--- src/rtl/fxd_pkg.sv ---
package fxd_pkg;

    localparam int INSN_W = 32;
    localparam int PO_W   = 6;
    localparam int REG_W  = 5;
    localparam int CRF_W  = 3;
    localparam int IMM_W  = 16;

    typedef enum logic [3:0] {
        OP_NONE = 4'd0,
        OP_ADD  = 4'd1,
        OP_SUBF = 4'd2,
        OP_NEG  = 4'd3,
        OP_MUL  = 4'd4,
        OP_DIV  = 4'd5,
        OP_CMP  = 4'd6,
        OP_AND  = 4'd7,
        OP_OR   = 4'd8,
        OP_XOR  = 4'd9,
        OP_NAND = 4'd10,
        OP_EQV  = 4'd11,
        OP_ANDC = 4'd12,
        OP_ORC  = 4'd13
    } op_e;

    typedef enum logic [1:0] {
        CIN_ZERO = 2'd0,
        CIN_ONE  = 2'd1,
        CIN_CA   = 2'd2,
        CIN_OV   = 2'd3
    } cin_e;

    typedef enum logic [2:0] {
        IMM_NONE    = 3'd0,
        IMM_SEXT    = 3'd1,
        IMM_ZEXT    = 3'd2,
        IMM_SEXT_HI = 3'd3,
        IMM_ZEXT_HI = 3'd4
    } imm_e;

    typedef struct packed {
        op_e              op;
        logic [REG_W-1:0] rd;
        logic [REG_W-1:0] ra;
        logic [REG_W-1:0] rb;
        logic             rd_we;
        imm_e             ikind;
        logic [IMM_W-1:0] imm16;
        cin_e             cin;
        logic             ca_we;
        logic             ov_we;
        logic             ov_cout;
        logic             cr_we;
        logic [CRF_W-1:0] crf;
    } uop_t;

endpackage

--- src/rtl/fxd_dform.sv ---
module fxd_dform
    import fxd_pkg::*;
(
    input  logic [INSN_W-1:0] insn_i,
    output logic              hit_o,
    output uop_t              uop_o
);

    logic [PO_W-1:0] po;
    assign po = insn_i[INSN_W-1 -: PO_W];

    always_comb begin
        uop_o       = '0;
        hit_o       = 1'b1;
        uop_o.imm16 = insn_i[IMM_W-1:0];
        uop_o.rd    = insn_i[25:21];
        uop_o.ra    = insn_i[20:16];
        case (po)
            6'd14: begin uop_o.op = OP_ADD;  uop_o.rd_we = 1'b1; uop_o.ikind = IMM_SEXT;    end
            6'd15: begin uop_o.op = OP_ADD;  uop_o.rd_we = 1'b1; uop_o.ikind = IMM_SEXT_HI; end
            6'd7:  begin uop_o.op = OP_MUL;  uop_o.rd_we = 1'b1; uop_o.ikind = IMM_SEXT;    end
            6'd12: begin
                uop_o.op = OP_ADD; uop_o.rd_we = 1'b1; uop_o.ikind = IMM_SEXT;
                uop_o.ca_we = 1'b1;
            end
            6'd13: begin
                uop_o.op = OP_ADD; uop_o.rd_we = 1'b1; uop_o.ikind = IMM_SEXT;
                uop_o.ca_we = 1'b1; uop_o.cr_we = 1'b1;
            end
            6'd8: begin
                uop_o.op = OP_SUBF; uop_o.rd_we = 1'b1; uop_o.ikind = IMM_SEXT;
                uop_o.ca_we = 1'b1; uop_o.cin = CIN_ONE;
            end
            6'd11: begin
                uop_o.op = OP_CMP; uop_o.rd = '0; uop_o.ikind = IMM_SEXT;
                uop_o.cr_we = 1'b1; uop_o.crf = insn_i[25:23];
            end
            6'd24, 6'd25, 6'd26, 6'd27, 6'd28, 6'd29: begin
                uop_o.rd    = insn_i[20:16];
                uop_o.ra    = insn_i[25:21];
                uop_o.rd_we = 1'b1;
                uop_o.ikind = po[0] ? IMM_ZEXT_HI : IMM_ZEXT;
                case (po[2:1])
                    2'b00:   uop_o.op = OP_OR;
                    2'b01:   uop_o.op = OP_XOR;
                    default: begin uop_o.op = OP_AND; uop_o.cr_we = 1'b1; end
                endcase
            end
            default: begin
                hit_o = 1'b0;
                uop_o = '0;
            end
        endcase
    end

endmodule

--- src/rtl/fxd_xform.sv ---
module fxd_xform
    import fxd_pkg::*;
(
    input  logic [INSN_W-1:0] insn_i,
    output logic              hit_o,
    output uop_t              uop_o
);

    localparam logic [PO_W-1:0] PO_EXT  = 6'd31;
    localparam logic [7:0]      XO_ADDX = 8'd170;

    logic [8:0] xo9;
    logic [9:0] xo10;
    logic [7:0] xo8;
    logic [1:0] cy;
    logic       oe, rc;

    assign xo9  = insn_i[9:1];
    assign xo10 = insn_i[10:1];
    assign xo8  = insn_i[8:1];
    assign cy   = insn_i[10:9];
    assign oe   = insn_i[10];
    assign rc   = insn_i[0];

    always_comb begin
        uop_o    = '0;
        hit_o    = 1'b1;
        uop_o.rd = insn_i[25:21];
        uop_o.ra = insn_i[20:16];
        uop_o.rb = insn_i[15:11];
        if (insn_i[INSN_W-1 -: PO_W] != PO_EXT) begin
            hit_o = 1'b0;
        end else if (xo8 == XO_ADDX && !rc) begin
            if (cy == 2'd1) begin
                uop_o.op      = OP_ADD;
                uop_o.rd_we   = 1'b1;
                uop_o.cin     = CIN_OV;
                uop_o.ov_we   = 1'b1;
                uop_o.ov_cout = 1'b1;
            end else begin
                hit_o = 1'b0;
            end
        end else begin
            uop_o.rd_we = 1'b1;
            uop_o.ov_we = oe;
            uop_o.cr_we = rc;
            case (xo9)
                9'd266: uop_o.op = OP_ADD;
                9'd40:  begin uop_o.op = OP_SUBF; uop_o.cin = CIN_ONE; end
                9'd104: begin uop_o.op = OP_NEG;  uop_o.cin = CIN_ONE; end
                9'd235: uop_o.op = OP_MUL;
                9'd491: uop_o.op = OP_DIV;
                9'd138: begin uop_o.op = OP_ADD;  uop_o.cin = CIN_CA; uop_o.ca_we = 1'b1; end
                9'd136: begin uop_o.op = OP_SUBF; uop_o.cin = CIN_CA; uop_o.ca_we = 1'b1; end
                9'd202: begin uop_o.op = OP_ADD;  uop_o.cin = CIN_CA; uop_o.ca_we = 1'b1; end
                default: begin
                    uop_o.ov_we = 1'b0;
                    uop_o.rd    = insn_i[20:16];
                    uop_o.ra    = insn_i[25:21];
                    case (xo10)
                        10'd28:  uop_o.op = OP_AND;
                        10'd444: uop_o.op = OP_OR;
                        10'd316: uop_o.op = OP_XOR;
                        10'd476: uop_o.op = OP_NAND;
                        10'd284: uop_o.op = OP_EQV;
                        10'd60:  uop_o.op = OP_ANDC;
                        10'd412: uop_o.op = OP_ORC;
                        10'd0: begin
                            uop_o.op    = OP_CMP;
                            uop_o.rd    = '0;
                            uop_o.ra    = insn_i[20:16];
                            uop_o.rd_we = 1'b0;
                            uop_o.cr_we = 1'b1;
                            uop_o.crf   = insn_i[25:23];
                            if (rc) hit_o = 1'b0;
                        end
                        default: hit_o = 1'b0;
                    endcase
                end
            endcase
            if (!hit_o) uop_o = '0;
        end
    end

endmodule

--- src/rtl/fxu_decode.sv ---
module fxu_decode
    import fxd_pkg::*;
#(
    parameter int XLEN = 32
) (
    input  logic                  clk,
    input  logic                  rst_n,
    input  logic                  arch_riscv_i,
    input  logic                  in_valid_i,
    input  logic [INSN_W-1:0]     insn_i,
    output logic                  out_valid_o,
    output logic                  illegal_o,
    output logic [3:0]            op_o,
    output logic [REG_W-1:0]      rd_o,
    output logic [REG_W-1:0]      ra_o,
    output logic [REG_W-1:0]      rb_o,
    output logic                  rd_we_o,
    output logic                  use_imm_o,
    output logic [XLEN-1:0]       imm_o,
    output logic [1:0]            cin_sel_o,
    output logic                  ca_we_o,
    output logic                  ov_we_o,
    output logic                  ov_from_cout_o,
    output logic                  cr_we_o,
    output logic [CRF_W-1:0]      cr_field_o
);

    localparam int EXT_W = XLEN - IMM_W;

    typedef struct packed {
        logic            vld;
        logic            ill;
        uop_t            u;
        logic [XLEN-1:0] imm;
    } stage_t;

    logic   d_hit, x_hit;
    uop_t   d_uop, x_uop;
    stage_t stage_d, stage_q;
    logic [XLEN-1:0] sx, zx;

    fxd_dform u_dform (.insn_i(insn_i), .hit_o(d_hit), .uop_o(d_uop));
    fxd_xform u_xform (.insn_i(insn_i), .hit_o(x_hit), .uop_o(x_uop));

    always_comb begin
        stage_d = '0;
        sx      = '0;
        zx      = '0;
        if (in_valid_i) begin
            stage_d.vld = 1'b1;
            if (arch_riscv_i || !(d_hit || x_hit)) begin
                stage_d.ill = 1'b1;
            end else begin
                stage_d.u = d_hit ? d_uop : x_uop;
                sx = {{EXT_W{stage_d.u.imm16[IMM_W-1]}}, stage_d.u.imm16};
                zx = {{EXT_W{1'b0}}, stage_d.u.imm16};
                case (stage_d.u.ikind)
                    IMM_SEXT:    stage_d.imm = sx;
                    IMM_ZEXT:    stage_d.imm = zx;
                    IMM_SEXT_HI: stage_d.imm = sx << IMM_W;
                    IMM_ZEXT_HI: stage_d.imm = zx << IMM_W;
                    default:     stage_d.imm = '0;
                endcase
            end
        end
    end

    always_ff @(posedge clk or negedge rst_n) begin
        if (!rst_n) stage_q <= '0;
        else        stage_q <= stage_d;
    end

    assign out_valid_o    = stage_q.vld;
    assign illegal_o      = stage_q.ill;
    assign op_o           = stage_q.u.op;
    assign rd_o           = stage_q.u.rd;
    assign ra_o           = stage_q.u.ra;
    assign rb_o           = stage_q.u.rb;
    assign rd_we_o        = stage_q.u.rd_we;
    assign use_imm_o      = (stage_q.u.ikind != IMM_NONE);
    assign imm_o          = stage_q.imm;
    assign cin_sel_o      = stage_q.u.cin;
    assign ca_we_o        = stage_q.u.ca_we;
    assign ov_we_o        = stage_q.u.ov_we;
    assign ov_from_cout_o = stage_q.u.ov_cout;
    assign cr_we_o        = stage_q.u.cr_we;
    assign cr_field_o     = stage_q.u.crf;

endmodule

--- config.mk ---
export PLATFORM = sky130hd
export DESIGN_NAME = fxu_decode
export DESIGN_NICKNAME = d
export VERILOG_FILES = /design/src/rtl/fxd_pkg.sv /design/src/rtl/fxd_dform.sv /design/src/rtl/fxd_xform.sv /design/src/rtl/fxu_decode.sv
export SDC_FILE = /design/constraint.sdc
export NUM_CORES = 1
export LEC_CHECK = 0
export ABC_AREA = 1
export CAP_MARGIN = 30
export CORE_MARGIN = 2
export CORE_UTILIZATION = 45
export CTS_BUF_LIST = sky130_fd_sc_hd__clkbuf_16
export DETAILED_ROUTE_END_ITERATION = 10
export PLACE_DENSITY_LB_ADDON = 0.15
export SYNTH_ARGS = -nofsm -noshare
export SYNTH_HDL_FRONTEND = slang
export SYNTH_SLANG_ARGS = --single-unit
--- constraint.sdc ---
create_clock -name clk -period 1.3 [get_ports clk]
set_clock_uncertainty 0.2 [all_clocks]
set_input_delay 0.13 -clock clk [delete_from_list [all_inputs] [get_ports clk]]
set_output_delay 0.13 -clock clk [all_outputs]
set_load 0.05 [all_outputs]
==> results of run 1 <==
## cell families (layout without fill, tap and decap cells)
kind of cell | after synthesis | count (layout) | synth area share [%]
buffers and inverters | 136 | 326 | 18.8
AND/OR/NAND/NOR | 279 | 280 | 33.1
flip-flops | 66 | 66 | 40.0
AO/OA/AOI/OAI | 60 | 60 | 8.07
## synth_stat cells (all sizes together)
library cell,instances
nor4,1
a41oi,1
a31oi,2
nand4,15
or3,1
dfrtp,66
and2,1
nand2,104
o22ai,2
o21ai,36
nor3,7
nand3b,1
o221ai,4
clkbuf,1
nor3b,1
buf,69
or2,1
a21oi,13
inv,64
nor2,106
nand3,41
o211ai,2
clkinv,2
## layout make-up
class	count	share of cell area, %
Sequential cell	66	21.9
Timing Repair Buffer	243	39.2
Tap cell	108	1.79
Multi-Input combinational cell	340	29.5
Clock buffer	9	2.99
Clock inverter	7	0.913
Inverter	66	3.58
Timing Repair inverter	1	0.0830
## worst max-delay path by stage
stage                         end  slack (ns)  cells after the start
after global routing      ra_o[2]       -0.51                     16
after detailed placement  op_o[2]       -1.07                     11
after floorplan           rd_o[0]       -0.38                     14
final                     ra_o[2]       -0.43                     16
after CTS                 ra_o[4]       -0.44                     18
after global placement    op_o[2]       -1.09                     11
## placed cells by master, fill, tap and decap left out, types with 4 or more instances in the layout
cell type / netlist / routed
a21oi_1: 13 / 12
buf_12: 0 / 73
buf_16: 0 / 5
buf_2: 6 / 10
buf_4: 57 / 113
buf_6: 5 / 17
clkbuf_16: 0 / 9
clkdlybuf4s50_1: 0 / 17
dfrtp_1: 66 / 66
inv_1: 56 / 47
inv_2: 6 / 12
inv_4: 2 / 5
nand2_1: 95 / 77
nand2_2: 8 / 13
nand2_4: 1 / 13
nand3_1: 37 / 27
nand3_2: 3 / 12
nand4_1: 15 / 15
nor2_1: 81 / 46
nor2_2: 18 / 20
nor2_4: 6 / 40
o21ai_0: 28 / 21
o21ai_1: 7 / 7
o21ai_2: 1 / 6
o221ai_1: 4 / 4
## power breakdown
| part | switching (mW) | internal (mW) |
|---|---|---|
| clock | 0.996 | 1.48 |
| sequential | 0.0156 | 2.07 |
| combinational | 0.722 | 0.599 |
## metal layers
layer	share of wire [%]	global-route usage [%]	vias up
met5	0	0	-
met4	3.0	12.8	0
met3	6.5	4.99	42
met2	52	51.6	247
met1	39	37.1	2178
li1	-	-	2044
## through the flow
step / hold WS (ns) / std cells / util, % / worst slack, ns
detailed placement: -0.0210 / 777 / 70.6 / -1.07
CTS: 0.00436 / 829 / 82.0 / -0.437
finish: 0.0154 / 840 / 85.6 / -0.431
global route: 0.0188 / 840 / 85.6 / -0.506
floorplan: -0.366 / 541 / - / -0.379
global placement: -0.0314 / 777 / 70.6 / -1.09
## sequential cells by signal, indices dropped and copies added, names as in the netlist
register,count
imm_o,32
ra_o,5
rb_o,5
rd_o,5
op_o,4
cr_field_o,3
stage_q,3
cin_sel_o,2
ca_we_o,1
cr_we_o,1
illegal_o,1
out_valid_o,1
ov_from_cout_o,1
ov_we_o,1
rd_we_o,1
## what timing repair did
item,in CTS,in global routing
endpoints found under the setup margin,66,66
cloned,9,1
hold buffers,2,1
setup buffers,26,11
pin swaps,41,42
endpoints found under the hold margin,67,1
gates resized for setup,143,100
==> summary.md, run 1 <==
| Metric | Value |
|---|---|
| Cell count after synthesis | 541 |
| I/O Pins | 100 |
| Num CTS Buffers | 9 |
| DR pass1 iterations | 5 |
| Vias | 4511 |
| Worst Hold Endpoint | imm_o[10] |
| Port Buffers | 99 |
| Initial antenna violation count | 0 |
| Share of layout cells above drive strength 1 | 51.4% |
| Final hold vios | 0 |
| CTS max path bufs | 2 |
| Pwr Total | 5.89 mW |
| Fin. max-slew vios | 0 |
| Worst Hold Launch | insn_i[10] |
| CTS tree | built |
| Area of the multi-input gates | 2230 µm² |
| CP arrival | 1.80 ns |
| RSZ-0062 raised after global routing | true |
| Flip-flop and latch area | 1650 µm² |
| DIE WIDTH | 99.7 µm |
| CORE AREA | 8810 µm² |
| Final setup fails | 66 |
| CP Max Fanout | 6 |
| WP data required | 1.37 ns |
| Drt via density | 5.37 |
| Gr ovfl total | 0 |
| Clk slew on worst S/H paths | 0.06 ns |
| CP max stage delay | 0.20 ns |
| Synthesis-to-finish area growth | 82.8% |
| Routed wire length | 15.3 mm |
| Die ar. | 9950 µm² |
| Nets | 763 |
| Vias in the first global route | 4656 |
| Fillers | 472 |
| Area leader, netlist | dfrtp_1 |
| Row Count | 34 |
| Final min period | 1.73 ns |
| Gpl congestion | 0.939 |
| Total Routing Usage GR | 30.0% |
| Largest net degree at the start of global routing | 67 |
| Pwr per Cell Area | 781 nW/µm² |
| Post-synth cell types | 38 |
| CP most frequent cell | nor2_4 |
| Final ANT Viol Nets | 0 |
| Worst-Margin Slew | 0.436 ns |
| Fin crit share | 133% |
| Syn avg cell area | 7.63 µm² |
| Status | finished with violations |
| Slowest CP cell | nor2_4 |
| Initial Util | 46.8% |
| Synth top area share | 40.0% |
| H-tree depth | 3 |
| Worst setup margin | -0.431 ns |
| F_max | 578 MHz |
| Crit end category | register |
| Clock tree sinks | 66 |
| Number of synthesized register bits | 66 |
| Global-route wire length before repair | 23.3 mm |
| DRC | 0 |
| Post-synthesis sequential area ratio | 40.0% |
| Initial DRC count | 460 |
| Fin area | 7540 µm² |
| Worst hold path depth | 4 |
| IR drop worst, VDD | 0.606 mV |
| Synth Cell Area | 4130 µm² |
| Slew headroom | 70.6% |
| Leak Pwr | 3.62 nW |
| Max-cap viol count | 0 |
| Synthesis Warnings | 0 |
| Post-synthesis net count | 577 |
| Area contributors post-synth | dfrtp_1, buf_4, nand2_1 |
| Hold WC Path Type | in2reg |
| Die extent in y | 99.7 µm |
| Critical Path Source | insn_i[8] |
| Placed cell area | 6220 µm² |
| TNS Setup | -22.60 ns |
| Worst path top cell family by delay | simple AND/OR/NAND/NOR gates |
| DP Wirelength | 9.27 mm |
| Buffers & Inverters on Critical Path | 6 |
| Diodes inserted | 0 |
| Startpoint Class | primary input |
| Ordered cell list for the critical path | buf_12 > buf_6 > nor2_4 > inv_2 > nor2_4 > nand3_2 > nand2_2 > nor2_4 > nand3_2 > nand2_2 > nand2_4 > nand3_4 > buf_12 > buf_12 > buf_16 > nor2_4 |
| Kind of critical path | in2reg |
| Failing checks | negative setup slack |
| WL/cell | 18.2 µm |
| CTS root buf | clkbuf_16 |
Power figures use the tool's default switching activity.
==> run 2: changes to the inputs <==
Settings changed: CORE_UTILIZATION 45 to 44.
==> summary.md, run 2 (synthesis gave the netlist of run 1 again) <==
| Metric | Value |
|---|---|
| Initial antenna violation count | 0 (unchanged) |
| CTS root buf | clkbuf_16 |
| Flip-flop and latch area | 1650 µm² (unchanged) |
| Global-route wire length before repair | 21.8 mm (-6.4%) |
| RSZ-0062 raised after global routing | true |
| Max-cap viol count | 0 (unchanged) |
| Routed wire length | 14.0 mm (-8.4%) |
| Final hold vios | 1 (+1) |
| Largest register FFs | 32 (unchanged) |
| Port Buffers | 99 (unchanged) |
| Initial DRC count | 269 (-42%) |
| H-tree depth | 3 (unchanged) |
| Area of the multi-input gates | 2210 µm² (-0.51%) |
| WL/cell | 16.6 µm (-8.7%) |
| Synthesis-to-finish area growth | 81.7% |
| Num CTS Buffers | 9 (unchanged) |
| Total Routing Usage GR | 27.8% (-2.1 points) |
| Final ANT Viol Nets | 0 (unchanged) |
| Fillers | 534 (+13%) |
| DRC | 0 (unchanged) |
| Initial Util | 45.1% (-1.8 points) |
| Clk slew on worst S/H paths | 0.06 ns (about the same) |
| Status | finished with violations |
| CTS tree | built |
| Slew headroom | 75.9% (+5.3 points) |
| Leak Pwr | 3.58 nW (-1.1%) |
| Hold slack | -0.00622 ns (-0.0216 ns) |
| F_max | 590 MHz (+2.2%) |
| Clock tree sinks | 66 (unchanged) |
| Gr ovfl total | 0 (unchanged) |
| DP Wirelength | 9.02 mm (-2.7%) |
| WP data required | 1.36 ns (about the same) |
| Vias in the first global route | 4409 (-5.3%) |
| Drt via density | 5.23 (-2.6%) |
| Final min period | 1.69 ns (-0.0370 ns) |
| Diodes inserted | 0 (unchanged) |
| DR pass1 iterations | 5 (unchanged) |
| DIE WIDTH | 101 µm (+1.1%) |
| Worst Hold Launch | insn_i[2] |
| Nets | 763 (unchanged) |
| CTS max path bufs | 2 (unchanged) |
| Crit end category | register |
| Share of layout cells above drive strength 1 | 52.6% (+1.2 points) |
| CP arrival | 1.76 ns (-0.04 ns) |
| Die ar. | 10200 µm² (+2.2%) |
| Fin crit share | 130% (-2.8 points) |
| Final Util | 81.9% (-3.7 points) |
| Worst-Margin Slew | 0.362 ns (-0.0743 ns) |
| Row Count | 35 (+2.9%) |
| Failing checks | negative hold slack, negative setup slack |
| Post-Place Setup Slack | -1.08 ns (-0.0111 ns) |
| Die extent in y | 101 µm (+1.1%) |
| Leading cell type in the layout, fill and taps excluded | buf_4 |
| Critical Path Source | insn_i[7] |
| Vias | 4409 (-2.3%) |
| Most frequent cells in the layout | buf_4, nand2_1, buf_12 |
| Fin. max-slew vios | 0 (unchanged) |
| Final setup fails | 66 (unchanged) |
| Pwr per Cell Area | 804 nW/µm² (+2.9%) |
| Startpoint Class | primary input |
| Largest net degree at the start of global routing | 67 (unchanged) |
| Hold WC Path Type | in2reg |
| Kind of critical path | in2reg |
| CORE AREA | 9150 µm² (+3.9%) |
| CP Max Fanout | 8 (+2) |
| Gpl congestion | 0.936 (-0.31%) |
| I/O Pins | 100 (unchanged) |
| Worst setup margin | -0.394 ns (+0.0370 ns) |
| IR drop worst, VDD | 0.609 mV (+0.45%) |
## run 2: changes by cell type in the layout (fill, tap and decap cells not counted), moves of 4 or more
cell | previous run | this run
buf_16 | 5 | 0
nor2_1 | 46 | 53
buf_6 | 17 | 26
nor2_4 | 40 | 31
nand2_2 | 13 | 17
## run 2: path summary, 6_finish.rpt
path | slack [ns] | cells after the start | end
max | -0.39 | 14 | ra_o[4]
min | -0.006 | 4 | imm_o[2]
max in group asynchronous | 0.43 | 3 | imm_o[15]
min in group asynchronous | 0.16 | 3 | ca_we_o
## run 2: area by class of cell
| cell class | instances | share of cell area (%) |
|---|---|---|
| Multi-Input combinational cell | 339 | 29.5 |
| Clock inverter | 7 | 1.32 |
| Sequential cell | 66 | 22.0 |
| Tap cell | 111 | 1.85 |
| Timing Repair Buffer | 245 | 38.4 |
| Inverter | 66 | 3.84 |
| Clock buffer | 9 | 3.01 |
## run 2: timing repair
action,in CTS,in global routing
gates resized for setup,185,80
pin swaps,45,33
setup endpoints to repair,66,66
buffers inserted,48,11
hold endpoints to repair,68,0
hold buffers,2,0
cloned,2,0
## run 2: critical path, cell delays in order
cell and delay [ns]:
buf_8 0.11, buf_6 0.11, nand2_4 0.06, clkinv_4 0.05, buf_4 0.13, nand4_1 0.11, nand2_1 0.11, nor2_4 0.30
nand2_4 0.13, nand2_2 0.08, nand2_1 0.07, nor2_2 0.15, o21ai_2 0.10, nor2_4 0.11
## run 2: power breakdown
group	leakage [nW]	internal, mW	switching (mW)
sequential	0.916	2.07	0.0155
clock	0.158	1.70	0.973
combinational	2.51	0.568	0.698
## run 2: metal layers
metal  vias to the layer above  part of all wire [%]  global-route usage (%)
li1                       2045                     -                       -
met1                      2093                    40                    35.4
met2                       221                    51                    47.7
met3                        50                   5.5                    5.48
met4                         0                   3.7                    8.85
met5                         -                     0                       0
## run 2: metrics by stage
stage               instance area [µm²]  setup TNS (ns)  power (mW)  std cells
finish                             7490          -21.92        6.02        843
global route                       7490          -25.74        6.25        843
CTS                                7270          -18.91        5.95        839
detailed placement                 6160          -67.07        3.10        773
global placement                   6160          -66.63        3.08        773
floorplan                          4200          -21.57        2.58        541
